===== config.mk =====
export PLATFORM = sky130hd
export DESIGN_NAME = i2c_cmd_sink
export DESIGN_NICKNAME = d
export VERILOG_FILES = /design/src/rtl/i2c_cmd_pkg.sv /design/src/rtl/i2c_cmd_sync.sv /design/src/rtl/i2c_cmd_fsm.sv /design/src/rtl/i2c_cmd_sink.sv
export SDC_FILE = /design/constraint.sdc
export NUM_CORES = 1
export LEC_CHECK = 0
export ABC_AREA = 1
export BUFFER_PORTS_ARGS = -buffer_cell sky130_fd_sc_hd__buf_2
export CORE_MARGIN = 4
export CORE_UTILIZATION = 55
export DETAILED_ROUTE_END_ITERATION = 12
export PLACE_DENSITY = 0.77
export SETUP_SLACK_MARGIN = 0.4
export SLEW_MARGIN = 20
export SYNTH_ARGS = -nofsm -noshare
export SYNTH_HDL_FRONTEND = slang
export SYNTH_SLANG_ARGS = --single-unit

===== constraint.sdc =====
create_clock -name clk -period 1.6 [get_ports clk]
set_clock_uncertainty 0.1 [all_clocks]
set_input_delay 0.48 -clock clk [delete_from_list [all_inputs] [get_ports clk]]
set_output_delay 0.48 -clock clk [all_outputs]
set_load 0.1 [all_outputs]

===== src/rtl/i2c_cmd_pkg.sv =====
`timescale 1ns/1ps
// Package: i2c_cmd_pkg
// Shared types for the write-only I2C command receiver.
package i2c_cmd_pkg;
    localparam int BYTE_W = 8;

    typedef enum logic [2:0] {
        RX_IDLE,
        RX_ADDR,
        RX_DATA,
        RX_ACK,
        RX_SKIP
    } rx_state_t;
endpackage


===== src/rtl/i2c_cmd_sync.sv =====
`timescale 1ns/1ps
// Module: i2c_cmd_sync
// Brings SCL and SDA into the system clock domain through a flop chain.
// Reports the synchronized levels, SCL edges, and START/STOP events.
// Assumes: STAGES >= 2, and the system clock is fast enough that every
// bus phase lasts several cycles.
module i2c_cmd_sync #(
    parameter int STAGES = 2
) (
    input  logic clk,
    input  logic rst_n,
    input  logic scl_raw,
    input  logic sda_raw,
    output logic scl_lvl,
    output logic sda_lvl,
    output logic scl_rise,
    output logic scl_fall,
    output logic start_evt,
    output logic stop_evt
);
    localparam int LINES = 2;

    logic [LINES-1:0] raw;
    logic [LINES-1:0] lvl;
    logic [LINES-1:0] lvl_q;

    assign raw = {sda_raw, scl_raw};

    for (genvar g = 0; g < LINES; g++) begin : g_line
        logic [STAGES-1:0] chain;
        // Shift the pad level through the synchronizer chain (idle bus is high).
        always_ff @(posedge clk) begin
            if (!rst_n) chain <= '1;
            else        chain <= {chain[STAGES-2:0], raw[g]};
        end
        assign lvl[g] = chain[STAGES-1];
    end

    // Keep the previous synchronized levels for edge detection.
    always_ff @(posedge clk) begin
        if (!rst_n) lvl_q <= '1;
        else        lvl_q <= lvl;
    end

    assign scl_lvl   = lvl[0];
    assign sda_lvl   = lvl[1];
    assign scl_rise  =  lvl[0] & ~lvl_q[0];
    assign scl_fall  = ~lvl[0] &  lvl_q[0];
    assign start_evt =  lvl[0] &  lvl_q[0] &  lvl_q[1] & ~lvl[1];
    assign stop_evt  =  lvl[0] &  lvl_q[0] & ~lvl_q[1] &  lvl[1];
endmodule


===== src/rtl/i2c_cmd_fsm.sv =====
`timescale 1ns/1ps
// Module: i2c_cmd_fsm
// Byte framing, address check, acknowledge sequencing and command strobe.
// Assumes: inputs come from i2c_cmd_sync. START/STOP take priority over
// bit activity.
module i2c_cmd_fsm
    import i2c_cmd_pkg::*;
#(
    parameter logic [6:0] DEVICE_ID = 7'h44
) (
    input  logic              clk,
    input  logic              rst_n,
    input  logic              scl_lvl,
    input  logic              sda_lvl,
    input  logic              scl_rise,
    input  logic              scl_fall,
    input  logic              start_evt,
    input  logic              stop_evt,
    output logic              sda_pull,
    output logic [BYTE_W-1:0] cmd_data,
    output logic              cmd_valid
);
    localparam int                CNT_W   = $clog2(BYTE_W);
    localparam logic [CNT_W-1:0]  LAST    = CNT_W'(BYTE_W - 1);
    localparam logic [BYTE_W-1:0] WR_WORD = BYTE_W'({DEVICE_ID, 1'b0});

    rx_state_t         state;
    logic [CNT_W-1:0]  bit_cnt;
    logic [BYTE_W-1:0] shreg;
    logic [BYTE_W-1:0] shreg_nx;

    // Shift register value with the bit being sampled now appended.
    assign shreg_nx = {shreg[BYTE_W-2:0], sda_lvl};

    // Framing state machine: bit counting, address match, ack and strobe.
    always_ff @(posedge clk) begin
        if (!rst_n) begin
            state     <= RX_IDLE;
            bit_cnt   <= '0;
            shreg     <= '0;
            sda_pull  <= 1'b0;
            cmd_data  <= '0;
            cmd_valid <= 1'b0;
        end else begin
            cmd_valid <= 1'b0;
            if (start_evt) begin
                state    <= RX_ADDR;
                bit_cnt  <= '0;
                sda_pull <= 1'b0;
            end else if (stop_evt) begin
                state    <= RX_IDLE;
                bit_cnt  <= '0;
                sda_pull <= 1'b0;
            end else begin
                case (state)
                    RX_ADDR, RX_DATA: begin
                        if (scl_rise) begin
                            shreg   <= shreg_nx;
                            bit_cnt <= bit_cnt + 1'b1;
                            if (bit_cnt == LAST) begin
                                bit_cnt <= '0;
                                if (state == RX_DATA) begin
                                    cmd_data  <= shreg_nx;
                                    cmd_valid <= 1'b1;
                                    state     <= RX_ACK;
                                end else if (shreg_nx == WR_WORD) begin
                                    state <= RX_ACK;
                                end else begin
                                    state <= RX_SKIP;
                                end
                            end
                        end
                    end
                    RX_ACK: begin
                        if (scl_fall) begin
                            if (!sda_pull) begin
                                sda_pull <= 1'b1;
                            end else begin
                                sda_pull <= 1'b0;
                                state    <= RX_DATA;
                            end
                        end
                    end
                    default: ;
                endcase
            end
        end
    end

    // pull-down only begins right after an SCL falling edge.
    assert_pull_after_fall_R10: assert property (@(posedge clk) disable iff (!rst_n)
        $rose(sda_pull) |-> $past(scl_fall));

    // release only after an SCL fall or a bus condition.
    assert_release_timing_R10: assert property (@(posedge clk) disable iff (!rst_n)
        $fell(sda_pull) |-> $past(scl_fall || start_evt || stop_evt));

    // the command strobe is a single-cycle pulse.
    assert_strobe_single_R4: assert property (@(posedge clk) disable iff (!rst_n)
        cmd_valid |=> !cmd_valid);

    // the strobe follows a sampling edge and precedes the ack drive.
    assert_strobe_on_sample_R5: assert property (@(posedge clk) disable iff (!rst_n)
        cmd_valid |-> ($past(scl_rise) && !sda_pull && !scl_lvl == 1'b0));
endmodule


===== src/rtl/i2c_cmd_sink.sv =====
`timescale 1ns/1ps
// Module: i2c_cmd_sink
// Top of the write-only I2C command receiver: synchronizer plus framing FSM.
// Assumes: the system clock is at least 20x the bus bit rate, and the pad
// turns sda_pull_o into an open-drain low.
module i2c_cmd_sink #(
    parameter logic [6:0] DEVICE_ID   = 7'h44,
    parameter int         SYNC_STAGES = 2
) (
    input  logic       clk,
    input  logic       rst_n,
    input  logic       scl_i,
    input  logic       sda_i,
    output logic       sda_pull_o,
    output logic [7:0] cmd_data_o,
    output logic       cmd_valid_o
);
    logic scl_lvl, sda_lvl, scl_rise, scl_fall, start_evt, stop_evt;

    i2c_cmd_sync #(.STAGES(SYNC_STAGES)) sync_i (
        .clk       (clk),
        .rst_n     (rst_n),
        .scl_raw   (scl_i),
        .sda_raw   (sda_i),
        .scl_lvl   (scl_lvl),
        .sda_lvl   (sda_lvl),
        .scl_rise  (scl_rise),
        .scl_fall  (scl_fall),
        .start_evt (start_evt),
        .stop_evt  (stop_evt)
    );

    i2c_cmd_fsm #(.DEVICE_ID(DEVICE_ID)) fsm_i (
        .clk       (clk),
        .rst_n     (rst_n),
        .scl_lvl   (scl_lvl),
        .sda_lvl   (sda_lvl),
        .scl_rise  (scl_rise),
        .scl_fall  (scl_fall),
        .start_evt (start_evt),
        .stop_evt  (stop_evt),
        .sda_pull  (sda_pull_o),
        .cmd_data  (cmd_data_o),
        .cmd_valid (cmd_valid_o)
    );
endmodule


==> results of run 1 <==
## cell type report
class	instances	area (um^2)	area share
diodes	1	2.50	0.00126
clock buffers	7	65.1	0.0328
clock inverters	1	5.00	0.00253
inverters	17	78.8	0.0398
multi-input cells	97	718	0.362
flip-flops and latches	29	634	0.320
well taps	27	33.8	0.0170
repair buffers	35	444	0.224
## layer usage
| metal | vias to the layer above | global-route usage |
|---|---|---|
| met5 | - | 0 |
| met4 | 0 | 0.130 |
| met3 | 30 | 0.0831 |
| met2 | 109 | 0.425 |
| met1 | 628 | 0.287 |
| li1 | 556 | - |
## report_power, final
part	switching (mW)	internal (mW)	total, mW	leakage [nW]
combinational	0.298	0.138	0.436	0.512
sequential	0.0561	0.746	0.802	0.245
clock	0.269	0.254	0.524	0.0413
total	0.624	1.14	1.76	0.798
## cells by family after synthesis
| group | count (synthesis) |
|---|---|
| compound gates | 37 |
| fa+ha+maj | 2 |
| buf+inv | 21 |
| flops | 29 |
| simple gates | 58 |
## critical path, cell delays in order (launching register included)
cell and delay (ns):
dfxtp_1 0.36, inv_1 0.18, nand2_1 0.12, nor2_1 0.16, nand2_1 0.08, nand2_1 0.16, nor2_4 0.07, nor2_1 0.16
nor2_1 0.08
## worst max path at each step
stage,slack [ns],to,start,cells past startpoint
floorplan,0.36,fsm_i.cmd_data[2],fsm_i.bit_cnt[1],7
global placement,0.19,fsm_i.cmd_data[7],fsm_i.bit_cnt[0],7
detailed placement,0.11,fsm_i.cmd_data[3],fsm_i.bit_cnt[0],7
CTS,0.13,cmd_data_o[2],fsm_i.cmd_data[2],1
global route,-0.06,fsm_i.state[2],fsm_i.shreg[0],8
finish,0.02,fsm_i.state[2],fsm_i.shreg[0],8
## cell usage in the layout, fill, tap and decap left out, types with 7 or more instances in the layout
| cell type | synthesis | final |
|---|---|---|
| dfxtp_2 | 0 | 7 |
| o21ai_2 | 7 | 9 |
| o21ai_1 | 4 | 7 |
| buf_12 | 1 | 12 |
| a21oi_2 | 4 | 10 |
| dfxtp_1 | 29 | 10 |
| nor2_1 | 21 | 17 |
| inv_1 | 13 | 8 |
| buf_4 | 0 | 15 |
| nand2_1 | 18 | 13 |
| a21oi_1 | 13 | 7 |
| dfxtp_4 | 0 | 12 |
## state kept, by name, indices dropped and copies added, names as in the netlist
register	flops
sync_i.lvl_q	2
fsm_i.cmd_data	8
fsm_i.shreg	7
sync_i.g_line.chain	4
fsm_i.sda_pull	1
fsm_i.bit_cnt	3
fsm_i.state	3
fsm_i.cmd_valid	1
## what timing repair did
| action | 4_1_cts | 5_1_grt |
|---|---|---|
| cloned | 1 | 0 |
| setup buffers | 7 | 12 |
| endpoints found under the setup margin | 33 | 33 |
| pin swaps | 10 | 12 |
| resized for setup | 36 | 30 |
==> metrics.md, run 1 <==
| Metric | Value |
|---|---|
| Synth cell types | 21 |
| Crit path time final | 1.58 ns |
| Critical path type | reg2reg |
| Most common cell in the synthesized netlist | dfxtp_1 |
| Slew @ Worst Pin | 0.263 ns |
| Min Hold Slack | 0.253 ns |
| Top post-synthesis cells by area | dfxtp_1 48%, nor2_1 6.5%, nand2_1 5.5%, a21oi_1 5.3%, o21ai_2 5.0% |
| Core area | 2040 um^2 |
| Number of port buffers | 13 |
| Largest net degree at the start of global routing | 15 |
| Number of clock sinks | 29 |
| Syn. warnings | 0 |
| Setup TNS Final | 0 ns |
| Post-synth EDFFs | 0 |
| Fin nets | 191 |
| Reg2Reg Launch Point | fsm_i.shreg[0] |
| Max FO, Critical Path | 3 |
| Die Span X | 55.1 um |
| Synth Area in Simple Gates | 0.224 |
| Setup crit start kind | flop |
| Crit path DAT | 1.70 ns |
| DRC violations left | 0 |
| Post-route ant nets | 0 |
| Met2 wire len | 2670 um |
| Register-to-register path setup slack | 0.02 ns |
| CTS tree | yes |
| Fin area | 1980 um^2 |
| Via-per-instance ratio | 6.18 |
| Average wire per standard cell | 24.9 um |
| Syn Std Cell Area | 1220 um^2 |
| End-of-flow core utilization | 0.971 |
| Final WL | 5320 um |
| Worst Setup End Kind | flop |
| Slew Limit Headroom | 0.824 |
| Synth-to-layout area growth | 62.5% |
| Worst path required time | 1.73 ns |
| Row count | 16 |
| H-tree depth | 2 |
| Post-Synth XOR/XNOR Area | 0 |
| Starting Density | 0.597 |
| Fraction of layout cells with a size suffix above 1 | 0.645 |
| Largest family of logic cells by synthesized area | simple AND/OR/NAND/NOR gates |
| RSZ-0062 raised after global routing | true |
| Vias in the first global route | 1,121 |
| Vias | 1,323 |
| FF-to-FF path depth | 8 |
| Compound-Gate Fraction of Synth Area | 0.186 |
| Longest Clk Path Bufs | 2 |
| Root buf cell | clkbuf_4 |
| Share of the synthesized area in the top cell type | 0.476 |
| Cell taking the most area after synthesis | dfxtp_1 |
| M1 WL | 1910 um |
| Worst min path class | in2reg |
| Max VDD drop | 0.000857 V |
| HPWL Detailed | 1800 um |
| Post-synthesis sequential area ratio | 0.476 |
| Mux share of post-synthesis cell area | 0 |
| Clk slew on worst S/H paths | 0.10 ns |
| DR top layer | met4 |
| Initial antenna violation count | 1 |
| Die area | 3040 um^2 |
| RD Place Congestion | 0.819 |
| LEAKAGE | 0.798 nW |
| Synthesized-area fraction occupied by adder cells | 0.0205 |
| Power, Total | 1.76 mW |
| PnR worst setup slack | 0.0244 ns |
| First-pass detailed-route iteration total | 4 |
| R2R Path End | fsm_i.state[2] |
| TritonCTS Buffers | 5 |
| Overflow after GRT | 0 |
| Post-Syn Area per Cell | 8.30 um^2 |
| Die height | 55.1 um |
| Post-Synthesis Cells | 147 |
| Final Max Tran Viols | 0 |
| Maxcap violations | 0 |
| CTS Hold Bufs | 0 |
| Fin cells | 214 |
| Status | complete, no violations |
| # IOs | 14 |
| Period utilization | 0.985 |
| Hold path startpoint | scl_i |
| Place WS | 0.108 ns |
| Synthesized flop and latch total | 29 |
| Final setup viols | 0 |
| First-pass GRT wire length | 5280 um |
| Detailed router's first-iteration violation count | 84 |
| Synth Flop Type | dfxtp_1 |
| Clock latency at the later pin of the worst-skew pair | 0.34 ns |
| Hold endpoint | sync_i.g_line[0].chain[0] |
| Asr flop ratio synth | 0 |
| Met3 routed WL | 485 um |
| Post-Syn Nets | 153 |
| Hold Fails Final Rpt | 0 |
| Placed insts | 185 |
| Placed cell area | 1520 um^2 |
| FILL cells | 37 |
| Commonest cells post-synth | 29 x dfxtp_1, 21 x nor2_1, 18 x nand2_1 |
| Maximum clock rate | 635 MHz |
| Worst hold stages | 2 |
| Pwr/cell area | 889 nW/um^2 |
| Total GRT Usage | 0.254 |
No activity file was read; power rests on OpenSTA's default activity.
==> run 2: changes to the inputs <==
--- a/config.mk
+++ b/config.mk
@@ -11,7 +11,7 @@
 export CORE_UTILIZATION = 55
 export DETAILED_ROUTE_END_ITERATION = 12
 export PLACE_DENSITY = 0.77
-export SETUP_SLACK_MARGIN = 0.4
+export SETUP_SLACK_MARGIN = 0.05
 export SLEW_MARGIN = 20
 export SYNTH_ARGS = -nofsm -noshare
 export SYNTH_HDL_FRONTEND = slang
==> metrics.md, run 2 (synthesis results as in run 1) <==
| Metric | Value |
|---|---|
| Status | complete, no violations (unchanged) |
| H-tree depth | 2 (unchanged) |
| First-pass detailed-route iteration total | 4 (unchanged) |
| Register-to-register path setup slack | 0.17 ns (was 0.02 ns) |
| Starting Density | 0.597 (unchanged) |
| DRC violations left | 0 (unchanged) |
| Max VDD drop | 0.000843 V (was 0.000857 V) |
| Number of port buffers | 13 (unchanged) |
| CTS Hold Bufs | 0 (unchanged) |
| Synth-to-layout area growth | 26.5% (was 62.5%) |
| RSZ-0062 raised after global routing | true (unchanged) |
| Clock latency at the later pin of the worst-skew pair | 0.33 ns (was 0.34 ns) |
| Vias | 1,002 (was 1,323) |
| Pwr/cell area | 989 nW/um^2 (was 889 nW/um^2) |
| FILL cells | 154 (was 37) |
| Clk slew on worst S/H paths | 0.09 ns (was 0.10 ns) |
| Slew Limit Headroom | 0.830 (was 0.824) |
| Total GRT Usage | 0.190 (was 0.254) |
| Setup TNS Final | 0 ns (unchanged) |
| Die height | 55.1 um (unchanged) |
| Number of clock sinks | 29 (unchanged) |
| Most common cell after layout, fill and taps aside | dfxtp_1 (was nor2_1) |
| Crit path DAT | 0.94 ns (was 1.70 ns) |
| Crit path time final | 1.52 ns (was 1.58 ns) |
| Worst path max stage delay | 0.41 ns (was 0.36 ns) |
| Commonest cells after routing, fill and taps aside | 26 x dfxtp_1, 21 x nor2_1, 18 x nand2_1 (was 17 x nor2_1, 15 x buf_4, 13 x nand2_1) |
| Initial antenna violation count | 0 (was 1) |
| Worst Setup End Kind | primary output (was flop) |
| Core area | 2040 um^2 (unchanged) |
| End-of-flow core utilization | 0.756 (was 0.971) |
| Largest net degree at the start of global routing | 19 (was 15) |
| CTS tree | yes (unchanged) |
| Die Span X | 55.1 um (unchanged) |
| Average wire per standard cell | 11.7 um (was 24.9 um) |
| Hold path startpoint | scl_i (unchanged) |
| Longest Clk Path Bufs | 2 (unchanged) |
| Hold Fails Final Rpt | 0 (unchanged) |
| Row count | 16 (unchanged) |
| TritonCTS Buffers | 5 (unchanged) |
| Slowest-stage cell, CP | dfxtp_1 (unchanged) |
| LEAKAGE | 0.674 nW (was 0.798 nW) |
| Die area | 3040 um^2 (unchanged) |
| Via-per-instance ratio | 5.09 (was 6.18) |
| RD Place Congestion | 0.936 (was 0.819) |
| Setup crit start | fsm_i.cmd_data[4] (was fsm_i.shreg[0]) |
| Final setup viols | 0 (unchanged) |
| # IOs | 14 (unchanged) |
| Max FO, Critical Path | 2 (was 3) |
| Vias in the first global route | 895 (was 1,121) |
| Largest register by flop count | fsm_i.cmd_data (unchanged) |
| Slew @ Worst Pin | 0.254 ns (was 0.263 ns) |
| Maxcap violations | 0 (unchanged) |
| Setup crit start kind | flop (unchanged) |
| Fin nets | 175 (was 191) |
| Period utilization | 0.948 (was 0.985) |
| Maximum clock rate | 659 MHz (was 635 MHz) |
| Fraction of layout cells with a size suffix above 1 | 0.347 (was 0.645) |
| Overflow after GRT | 0 (unchanged) |
| Post-route ant nets | 0 (unchanged) |
| Max reg flops | 8 (unchanged) |
| Critical path buffer and inverter count | 1 (unchanged) |
| Root buf cell | clkbuf_4 (unchanged) |
| Final Max Tran Viols | 0 (unchanged) |
| Worst path required time | 1.02 ns (was 1.73 ns) |
| Biggest registers after layout | fsm_i.cmd_data (8), fsm_i.shreg (7), sync_i.g_line.chain (4) (unchanged) |
| Top Family by Delay on Critical Path | flip-flops (was simple AND/OR/NAND/NOR gates) |
| Worst min path class | in2reg (unchanged) |
| Final WL | 2310 um (was 5320 um) |
| Diode count | 0 (was 1) |
| Detailed router's first-iteration violation count | 29 (was 84) |
| CP cell instances | buf_12 (was inv_1, nand2_1, nor2_1, nand2_1, nand2_1, nor2_4, nor2_1, nor2_1) |
| First-pass GRT wire length | 3940 um (was 5280 um) |
| Critical path type | reg2out (was reg2reg) |
| Reg2Reg Launch Point | fsm_i.bit_cnt[0] (was fsm_i.shreg[0]) |
| HPWL Detailed | 1650 um (was 1800 um) |
==> run 2: cell types whose count changed in the layout (fill, tap and decap cells not counted), sizes merged <==
cell	delta
diode	-1
nor2	+1
buf	-17
==> run 2: area by class of cell <==
cell class / instances / area (um^2) / share of cell area
clock inverters: 1 / 5.00 / 0.00324
inverters: 17 / 66.3 / 0.0430
multi-input cells: 98 / 536 / 0.347
well taps: 27 / 33.8 / 0.0219
clock buffers: 7 / 65.1 / 0.0422
flip-flops and latches: 29 / 584 / 0.379
repair buffers: 18 / 253 / 0.164
==> run 2: per-stage QoR <==
stage / hold WS (ns) / area (um^2) / setup slack, ns / power, mW / instances
final: 0.234 / 1540 / 0.0835 / 1.53 / 197
after global routing: 0.222 / 1540 / 0.0454 / 1.61 / 197
after CTS: 0.220 / 1530 / 0.0708 / 1.53 / 196
after detailed placement: 0.305 / 1430 / 0.0438 / 1.04 / 184
after global placement: 0.296 / 1430 / 0.122 / 1.03 / 184
after floorplan: 0.293 / 1220 / 0.0784 / 1.00 / 147
==> run 2: layer usage <==
| layer | vias up | track usage | part of all wire |
|---|---|---|---|
| li1 | 521 | - | - |
| met1 | 449 | 0.230 | 0.43 |
| met2 | 26 | 0.291 | 0.49 |
| met3 | 6 | 0.0777 | 0.064 |
| met4 | 0 | 0.0931 | 0.018 |
| met5 | - | 0 | 0 |
==> run 2: repair_timing <==
action | CTS | global route
cloned | 0 | 1
buffers inserted | 4 | 0
pin swaps | 1 | 1
hold endpoints to repair | 0 | 0
setup endpoints to repair | 1 | 11
resized for setup | 0 | 5
==> run 2: final timing paths <==
path / depth (start not counted) / to
setup / recovery: 1 / cmd_data_o[4]
setup reg to reg: 6 / fsm_i.cmd_data[6]
hold / removal: 2 / sync_i.g_line[0].chain[0]
hold reg to reg: 1 / sync_i.g_line[0].chain[1]
==> run 2: report_power, final <==
| part | total [mW] | switching (mW) | internal [mW] |
|---|---|---|---|
| sequential | 0.788 | 0.0314 | 0.757 |
| combinational | 0.242 | 0.157 | 0.0854 |
| clock | 0.496 | 0.242 | 0.254 |
